### src/rtl/tmon_meas_pkg.sv
// Shared types for the measurement sequencer: FSM states, mode codes and
// control-register alias codes. Assumes nothing beyond IEEE 1800-2017.
package tmon_meas_pkg;
    typedef enum logic [2:0] {
        ST_OFF   = 3'd0,
        ST_PWRUP = 3'd1,
        ST_IDLE  = 3'd2,
        ST_CONV  = 3'd3,
        ST_WAIT  = 3'd4
    } seq_state_t;

    typedef enum logic [1:0] {
        MODE_ONE  = 2'd0,
        MODE_RUN  = 2'd1,
        MODE_PER  = 2'd2,
        MODE_RSVD = 2'd3
    } meas_mode_t;

    typedef enum logic [1:0] {
        AL_WRITE = 2'd0,
        AL_SET   = 2'd1,
        AL_CLR   = 2'd2,
        AL_TOG   = 2'd3
    } alias_t;
endpackage

### src/rtl/tmon_meas_regs.sv
// Write-only register file. The control register supports write, set,
// clear and toggle aliases. Start and stop are one-cycle command pulses
// and are never stored. Assumes a single write per cycle and 32-bit data.
module tmon_meas_regs
    import tmon_meas_pkg::*;
#(
    parameter int          ADDR_W   = 12,
    parameter int          DIV_W    = 8,
    parameter int          PUD_W    = 8,
    parameter int          PER_W    = 24,
    parameter logic [11:0] CTRL_ADR = 12'h200,
    parameter logic [11:0] PER_ADR  = 12'h270,
    parameter logic [11:0] DIV_ADR  = 12'h280,
    parameter logic [11:0] PUD_ADR  = 12'h2B0
) (
    input  logic              clk,
    input  logic              rst_n,
    input  logic              wr_en,
    input  logic [ADDR_W-1:0] wr_addr,
    input  logic [31:0]       wr_data,
    output logic              mon_en,
    output meas_mode_t        mode,
    output logic [1:0]        res,
    output logic              div_en,
    output logic [DIV_W-1:0]  div_n,
    output logic [PUD_W-1:0]  pud,
    output logic [PER_W-1:0]  period,
    output logic              cmd_start,
    output logic              cmd_stop
);
    localparam int EN_B   = 31;
    localparam int STA_B  = 30;
    localparam int STO_B  = 29;
    localparam int MODE_L = 24;
    localparam int RES_L  = 18;
    localparam int FLD_L  = 16;

    logic        ctrl_hit;
    alias_t      al;
    logic [31:0] ctrl_old;
    logic [31:0] ctrl_new;

    // Decode control accesses; bits 3:2 pick the alias.
    assign ctrl_hit = wr_en && (wr_addr[ADDR_W-1:4] == CTRL_ADR[ADDR_W-1:4]);
    assign al       = alias_t'(wr_addr[3:2]);

    // Rebuild the stored control view and apply the alias operation.
    always_comb begin
        ctrl_old = '0;
        ctrl_old[EN_B] = mon_en;
        ctrl_old[MODE_L+:2] = mode;
        ctrl_old[RES_L+:2] = res;
        unique case (al)
            AL_WRITE: ctrl_new = wr_data;
            AL_SET:   ctrl_new = ctrl_old | wr_data;
            AL_CLR:   ctrl_new = ctrl_old & ~wr_data;
            default:  ctrl_new = ctrl_old ^ wr_data;
        endcase
    end

    // Commands fire for any alias except clear that carries a 1.
    assign cmd_start = ctrl_hit && (al != AL_CLR) && wr_data[STA_B];
    assign cmd_stop  = ctrl_hit && (al != AL_CLR) && wr_data[STO_B];

    // Stored control fields.
    always_ff @(posedge clk) begin
        if (!rst_n) begin
            mon_en <= 1'b0;
            mode   <= MODE_ONE;
            res    <= 2'd0;
        end else if (ctrl_hit) begin
            mon_en <= ctrl_new[EN_B];
            mode   <= meas_mode_t'(ctrl_new[MODE_L+:2]);
            res    <= ctrl_new[RES_L+:2];
        end
    end

    // Plain registers: divider, power-up delay and period.
    always_ff @(posedge clk) begin
        if (!rst_n) begin
            div_en <= 1'b0;
            div_n  <= '0;
            pud    <= '0;
            period <= '0;
        end else if (wr_en) begin
            if (wr_addr == DIV_ADR[ADDR_W-1:0]) begin
                div_en <= wr_data[EN_B];
                div_n  <= wr_data[FLD_L+:DIV_W];
            end
            if (wr_addr == PUD_ADR[ADDR_W-1:0])
                pud <= wr_data[FLD_L+:PUD_W];
            if (wr_addr == PER_ADR[ADDR_W-1:0])
                period <= wr_data[PER_W-1:0];
        end
    end
endmodule

### src/rtl/tmon_tick_div.sv
// Divide-by-(N+1) tick generator. Produces a one-cycle tick every N+1
// clocks while run is high. The phase restarts whenever run is low.
// Assumes div_n may change at any time; the >= compare avoids a long wrap.
module tmon_tick_div #(
    parameter int DIV_W = 8
) (
    input  logic             clk,
    input  logic             rst_n,
    input  logic             run,
    input  logic [DIV_W-1:0] div_n,
    output logic             tick
);
    logic [DIV_W-1:0] cnt;

    assign tick = run && (cnt >= div_n);

    // Count clocks within one tick period.
    always_ff @(posedge clk) begin
        if (!rst_n || !run) cnt <= '0;
        else if (cnt >= div_n) cnt <= '0;
        else cnt <= cnt + 1'b1;
    end
endmodule

### src/rtl/tmon_conv_timer.sv
// Fixed-duration stand-in for the converter. On go it latches the
// duration for the current resolution and counts ticks. Done is raised in
// the cycle after the final tick. Abort clears it without a done pulse.
// Assumes CONV_BASE >= 1.
module tmon_conv_timer #(
    parameter int CONV_BASE = 2373,
    parameter int CONV_STEP = 2048
) (
    input  logic       clk,
    input  logic       rst_n,
    input  logic       abort,
    input  logic       go,
    input  logic       tick,
    input  logic [1:0] res,
    output logic       busy,
    output logic       done,
    output logic       finish
);
    localparam int MAX_DUR = CONV_BASE + 7 * CONV_STEP;
    localparam int CW      = $clog2(MAX_DUR + 1);

    logic [CW-1:0] dur;
    logic [CW-1:0] dur_q;
    logic [CW-1:0] cnt;
    logic [CW:0]   cnt_nx;

    // Duration per resolution code: base plus step*(2^res-1).
    always_comb begin
        unique case (res)
            2'd0:    dur = CW'(CONV_BASE);
            2'd1:    dur = CW'(CONV_BASE + CONV_STEP);
            2'd2:    dur = CW'(CONV_BASE + 3 * CONV_STEP);
            default: dur = CW'(CONV_BASE + 7 * CONV_STEP);
        endcase
    end

    assign cnt_nx = {1'b0, cnt} + {{CW{1'b0}}, 1'b1};
    assign finish = busy && tick && (cnt_nx >= {1'b0, dur_q});

    // Conversion progress, done strobe and latched duration.
    always_ff @(posedge clk) begin
        if (!rst_n || abort) begin
            busy  <= 1'b0;
            done  <= 1'b0;
            cnt   <= '0;
            dur_q <= '0;
        end else begin
            done <= finish;
            if (go) begin
                busy  <= 1'b1;
                cnt   <= '0;
                dur_q <= dur;
            end else if (finish) begin
                busy <= 1'b0;
            end else if (busy && tick) begin
                cnt <= cnt_nx[CW-1:0];
            end
        end
    end
endmodule

### src/rtl/tmon_seq_ctrl.sv
// Measurement FSM: power-up wait, mode handling, period counting and the
// stop request. The go output is combinational and launches the
// conversion timer; conv_start is its registered copy. Assumes the enable
// drop overrides every other transition.
module tmon_seq_ctrl
    import tmon_meas_pkg::*;
#(
    parameter int PUD_W = 8,
    parameter int PER_W = 24
) (
    input  logic             clk,
    input  logic             rst_n,
    input  logic             mon_en,
    input  meas_mode_t       mode,
    input  logic [PUD_W-1:0] pud,
    input  logic [PER_W-1:0] period,
    input  logic             tick,
    input  logic             cmd_start,
    input  logic             cmd_stop,
    input  logic             finish,
    output seq_state_t       state,
    output logic             go,
    output logic             conv_start
);
    seq_state_t       nxt;
    logic             go_raw;
    logic             stop_now;
    logic             stop_pend;
    logic             per_due;
    logic [PUD_W-1:0] pu_cnt;
    logic [PER_W-1:0] per_cnt;
    logic [PER_W:0]   per_nx;

    assign stop_now = stop_pend || cmd_stop;
    assign per_nx   = {1'b0, per_cnt} + {{PER_W{1'b0}}, tick};
    assign per_due  = per_nx >= {1'b0, period};

    // Next state and launch decision.
    always_comb begin
        nxt    = state;
        go_raw = 1'b0;
        unique case (state)
            ST_OFF:   if (mon_en) nxt = ST_PWRUP;
            ST_PWRUP: if (pu_cnt >= pud) nxt = ST_IDLE;
            ST_IDLE: begin
                if (cmd_start) begin
                    go_raw = 1'b1;
                    nxt    = ST_CONV;
                end
            end
            ST_CONV: begin
                if (finish) begin
                    if (stop_now || mode == MODE_ONE || mode == MODE_RSVD) begin
                        nxt = ST_IDLE;
                    end else if (mode == MODE_RUN || per_due) begin
                        go_raw = 1'b1;
                    end else begin
                        nxt = ST_WAIT;
                    end
                end
            end
            default: begin
                if (stop_now || mode != MODE_PER) begin
                    nxt = ST_IDLE;
                end else if (per_due) begin
                    go_raw = 1'b1;
                    nxt    = ST_CONV;
                end
            end
        endcase
        if (!mon_en) nxt = ST_OFF;
    end

    assign go = go_raw && mon_en;

    // State, start pulse and stop request.
    always_ff @(posedge clk) begin
        if (!rst_n) begin
            state      <= ST_OFF;
            conv_start <= 1'b0;
            stop_pend  <= 1'b0;
        end else begin
            state      <= nxt;
            conv_start <= go;
            if (go || nxt == ST_IDLE || nxt == ST_OFF) stop_pend <= 1'b0;
            else if (cmd_stop && (state == ST_CONV || state == ST_WAIT)) stop_pend <= 1'b1;
        end
    end

    // Power-up tick counter, restarted while off.
    always_ff @(posedge clk) begin
        if (!rst_n || state != ST_PWRUP) pu_cnt <= '0;
        else if (tick && pu_cnt != '1) pu_cnt <= pu_cnt + 1'b1;
    end

    // Period tick counter, restarted at each launch, saturating.
    always_ff @(posedge clk) begin
        if (!rst_n || go) per_cnt <= '0;
        else if (tick && per_cnt != '1) per_cnt <= per_cnt + 1'b1;
    end
endmodule

### src/rtl/tmon_meas_seq.sv
// Top of the measurement sequencer: register port, tick divider, FSM and
// fixed-length conversion model. Assumes one bus clock domain.
module tmon_meas_seq
    import tmon_meas_pkg::*;
#(
    parameter int CONV_BASE = 2373,
    parameter int CONV_STEP = 2048,
    parameter int DIV_W     = 8,
    parameter int PUD_W     = 8,
    parameter int PER_W     = 24
) (
    input  logic        clk,
    input  logic        rst_n,
    input  logic        wr_en,
    input  logic [11:0] wr_addr,
    input  logic [31:0] wr_data,
    output logic        tick_en,
    output logic        conv_busy,
    output logic        conv_start,
    output logic        conv_done
);
    logic             mon_en;
    meas_mode_t       mode;
    logic [1:0]       res;
    logic             div_en;
    logic [DIV_W-1:0] div_n;
    logic [PUD_W-1:0] pud;
    logic [PER_W-1:0] period;
    logic             cmd_start;
    logic             cmd_stop;
    logic             go;
    logic             finish;
    seq_state_t       seq_state;

    tmon_meas_regs #(
        .ADDR_W(12), .DIV_W(DIV_W), .PUD_W(PUD_W), .PER_W(PER_W)
    ) u_regs (
        .clk(clk), .rst_n(rst_n), .wr_en(wr_en), .wr_addr(wr_addr),
        .wr_data(wr_data), .mon_en(mon_en), .mode(mode), .res(res),
        .div_en(div_en), .div_n(div_n), .pud(pud), .period(period),
        .cmd_start(cmd_start), .cmd_stop(cmd_stop)
    );

    tmon_tick_div #(.DIV_W(DIV_W)) u_div (
        .clk(clk), .rst_n(rst_n), .run(mon_en && div_en),
        .div_n(div_n), .tick(tick_en)
    );

    tmon_seq_ctrl #(.PUD_W(PUD_W), .PER_W(PER_W)) u_ctrl (
        .clk(clk), .rst_n(rst_n), .mon_en(mon_en), .mode(mode), .pud(pud),
        .period(period), .tick(tick_en), .cmd_start(cmd_start),
        .cmd_stop(cmd_stop), .finish(finish), .state(seq_state),
        .go(go), .conv_start(conv_start)
    );

    tmon_conv_timer #(.CONV_BASE(CONV_BASE), .CONV_STEP(CONV_STEP)) u_conv (
        .clk(clk), .rst_n(rst_n), .abort(!mon_en), .go(go), .tick(tick_en),
        .res(res), .busy(conv_busy), .done(conv_done), .finish(finish)
    );
endmodule

### config.mk
export PLATFORM = sky130hd
export DESIGN_NAME = tmon_meas_seq
export DESIGN_NICKNAME = d
export VERILOG_FILES = /design/src/rtl/tmon_meas_pkg.sv /design/src/rtl/tmon_meas_regs.sv /design/src/rtl/tmon_tick_div.sv /design/src/rtl/tmon_conv_timer.sv /design/src/rtl/tmon_seq_ctrl.sv /design/src/rtl/tmon_meas_seq.sv
export SDC_FILE = /design/constraint.sdc
export NUM_CORES = 1
export LEC_CHECK = 0
export ABC_AREA = 1
export BUFFER_PORTS_ARGS = -buffer_cell sky130_fd_sc_hd__buf_2
export CAP_MARGIN = 20
export CORE_MARGIN = 2
export CORE_UTILIZATION = 35
export CTS_CLUSTER_SIZE = 20
export DETAILED_ROUTE_END_ITERATION = 8
export GPL_ROUTABILITY_DRIVEN = 1
export SYNTH_ARGS = -nofsm -noshare
export SYNTH_HDL_FRONTEND = slang
export SYNTH_SLANG_ARGS = --single-unit
export TNS_END_PERCENT = 30
### constraint.sdc
create_clock -name clk -period 5.5 [get_ports clk]
set_clock_uncertainty 0.2 [all_clocks]
set_input_delay 1.1 -clock clk [delete_from_list [all_inputs] [get_ports clk]]
set_output_delay 1.1 -clock clk [all_outputs]
set_load 0.01 [all_outputs]
==> results.md <==
* Final min period at 4.84 ns
* PD cells at 225 nW/µm²
* Final GP Congestion at 0.901
* Sw Pwr at 457 µW
* Initial Util at 35.8%
* Final Non-Filler Cells at 1357
* Gate power share at 2.7%
* Largest family of logic cells by synthesized area: simple AND/OR/NAND/NOR gates
* Die area at 22000 µm²
* Final Cycle Share at 88.0%
* Global-route wire length before repair at 28200 µm
* Post_cts resized at 0
* Design area at 8310 µm²
* Commonest non-fill, non-tap cells in the layout: 212 x nand2_1, 161 x inv_1, 113 x dfxtp_1
* Final setup TNS at 0 ns
* Largest net degree at the start of global routing at 49
* CTS tree: yes
* Compound-Gate Fraction of Synth Area at 12.3%
* Synth Area in Adders at 11.0%
* Std cell rows at 52
* Sequential fraction of the synthesis area at 31.0%
* Most common cell after layout, fill and taps aside: nand2_1
* Worst Setup EP: u_conv.cnt[5]
* Initial antenna violation count at 0
* Grt ovf at 0
* Cts hold-fix bufs at 0
* CTS buffer count at 17
* Total Routing Usage GR at 15.9%
* R2r setup slk at 0.66 ns
* CTS Sinks at 113
* Crit path capture type: flop
* Vias per cell at 4.72
* Leakage power at 3.36 nW
* Via count at 6409
* Clock power share at 53.6%
* CP max stage cell: dfxtp_1
* Final WL at 17000 µm
* Reg2reg start: u_regs.div_n[7]
* Slowest stage delay, CP at 0.32 ns
* Diodes inserted at 0
* R2r worst-path depth at 27
* Flops & latches, synth at 113
* Post-DP HPWL at 12800 µm
* Worst min-delay path class: flop to flop
* H-Tree Depth at 4
* Critical Path Source: u_regs.div_n[7]
* Max-slew headroom at 45.6%
* Simple-gate share of the synthesized area at 29.1%
* Top FF cell, synth: dfxtp_1
* Clock buffer depth at 2
* Nets at 1185
* Remaining antenna violation count at 0
* Hold Path Depth at 2
* VDD IR max at 240 µV
* Final Hold Vio Count at 0
* CTS root buf: clkbuf_16
* Routed WL per cell at 12.5 µm
* EDFF count, synth at 0
* Sw Share at 24.4%
* Crit path kind: flop to flop
* Die Wd at 148 µm
* Share of cells above drive strength 1 at 14.1%
* Outcome: finished clean
* Cells after Synth at 1026
* Multiplexer share of the synthesized area at 0%
* Io pins at 51
* Mapped Area at 7290 µm²
* Cell count along the critical path at 27
* Initial drt markers at 333
* Worst reg2reg endpoint: u_conv.cnt[5]
* CP Buf/Inv Count at 2
* Number of buffers added on ports at 47
* Max Fclk at 0.207 GHz
* RSZ-0062 raised after global routing: false
* Req. time, crit path at 5.60 ns
* Asr flop ratio synth at 0%
* Top cell family by delay on the critical path: simple AND/OR/NAND/NOR gates
* Reg clk slew, reported paths at 0.06 ns
* Avg Inst Size Synth at 7.10 µm²
* Critical path fanouts, max at 15
* Die Ht at 148 µm
* Internal at 1.41 mW
* Synth warn at 0
* CP startpoint kind: flop
* Final Max Tran Viols at 0
* Mapped Nets at 1137
* Final setup fails at 0
* Cell variety after synth at 46
* Crit path DAT at 4.94 ns
* Core area at 20400 µm²
* Placed cell area at 7770 µm²
* Drt pass-1 iters at 5
* Drt drc at 0
* Vias in the first global route at 5926
* Seq pwr share at 43.8%
* Max-cap check violation count at 0
* Postcts setup bufs at 0
* Worst-margin pin slew at 0.810 ns
* XOR/XNOR share of the synthesized area at 6.37%
* Syn-to-layout area delta at 14.1%
* Worst-Skew Late Latency at 0.42 ns
* DP Cell Count at 1325
[worst min-delay path by stage]
stage                  startpoint       endpoint  slack [ns]
floorplan           u_regs.pud[0]  u_regs.pud[0]        0.23
global placement    u_regs.pud[0]  u_regs.pud[0]        0.24
detailed placement  u_regs.pud[0]  u_regs.pud[0]        0.24
CTS                 u_regs.pud[0]  u_regs.pud[0]        0.25
global route        u_regs.pud[4]  u_regs.pud[4]        0.29
finish              u_regs.pud[0]  u_regs.pud[0]        0.25
[worst register-to-register path, stage by stage, from the launching register on]
cell and delay (ns):
dfxtp_1 0.32, inv_1 0.04, ha_1 0.29, nand2_1 0.07, nor2_1 0.16, nand4_1 0.10, nand3_1 0.11, nand2_1 0.16
inv_1 0.12, ha_1 0.24, nand2_1 0.14, nor2_1 0.23, nand2_1 0.13, nor2_1 0.22, nand4_1 0.15, xnor2_1 0.16
ha_1 0.28, nand2_1 0.06, nor2_1 0.23, nand3_1 0.11, nor2_1 0.10, nand3_1 0.17, nand3_2 0.14, nand2_2 0.07
a21oi_4 0.26, nand2_8 0.13, nand2_4 0.24, a21oi_1 0.08
[cells in the mapped netlist, types with 3 or more instances]
master	instances	share of area (%)
nand2_2	7	0.60
nand2_1	212	11
a221oi_1	5	0.60
a21oi_1	58	4.0
xor2_1	39	4.7
nand3b_1	5	0.52
buf_2	5	0.34
nor2_2	25	2.1
a211oi_1	24	2.5
o21a_1	3	0.31
inv_1	161	8.3
or2_2	6	0.52
dfxtp_1	113	31
xnor2_1	14	1.7
nor4_1	5	0.43
o21ai_0	29	2.0
nand3_1	43	3.0
a31oi_1	6	0.52
clkbuf_1	13	0.67
nor3_1	19	1.3
a21oi_2	14	1.7
ha_1	64	11
nand4_1	17	1.5
nor3_2	3	0.41
nor2_1	107	5.5
[kinds of logic after synthesis]
logic type | after synthesis
flip-flops | 113
AO/OA/AOI/OAI | 145
AND/OR/NAND/NOR | 464
adder cells (fa/ha/maj) | 64
buffers and inverters | 187
XOR/XNOR | 53
[through the flow]
stage / setup slack (ns) / util [%] / power [mW] / hold WS, ns
floorplan: 1.47 / - / 0.863 / 0.228
global placement: 0.712 / 38.2 / 0.886 / 0.241
finish: 0.659 / 40.8 / 1.87 / 0.252
detailed placement: 0.642 / 38.2 / 0.887 / 0.245
global route: 0.142 / 40.8 / 1.94 / 0.294
CTS: 0.606 / 40.8 / 1.90 / 0.254
[area by class of cell]
cell class	count	area (µm²)
fillers	2121	12100
multi-input cells	726	4280
flip-flops and latches	113	2260
inverters	163	612
clock buffers	17	425
well taps	270	338
repair buffers	53	280
clock inverters	15	114
[power groups by stage]
stage	Sequential, mW	Clock, mW	Combinational (mW)
2_1_floorplan	0.837	0	0.0258
3_3_place_gp	0.837	0	0.0495
3_5_place_dp	0.837	0	0.0504
4_1_cts	0.819	1.03	0.0506
5_1_grt	0.818	1.07	0.0562
6_report	0.819	1.00	0.0497
[sequential cells by signal, indices dropped and copies added, names as in the netlist, 2 cells and up]
name,count
u_regs.mode,2
u_conv.dur_q,5
u_regs.res,2
u_conv.cnt,15
u_regs.pud,8
u_ctrl.per_cnt,24
u_ctrl.pu_cnt,8
u_div.cnt,8
u_regs.div_n,8
u_regs.period,24
u_ctrl.state,3
[per-layer routing]
layer  track usage (%)  up-vias  share of wire [%]
met5                 0        -                  0
met4              3.57        0               0.86
met3              4.05       10                3.7
met2              26.4       86                 47
met1              21.0     2914                 49
li1                  -     3399                  -
Note: power is estimated with default switching activity, not from simulation.
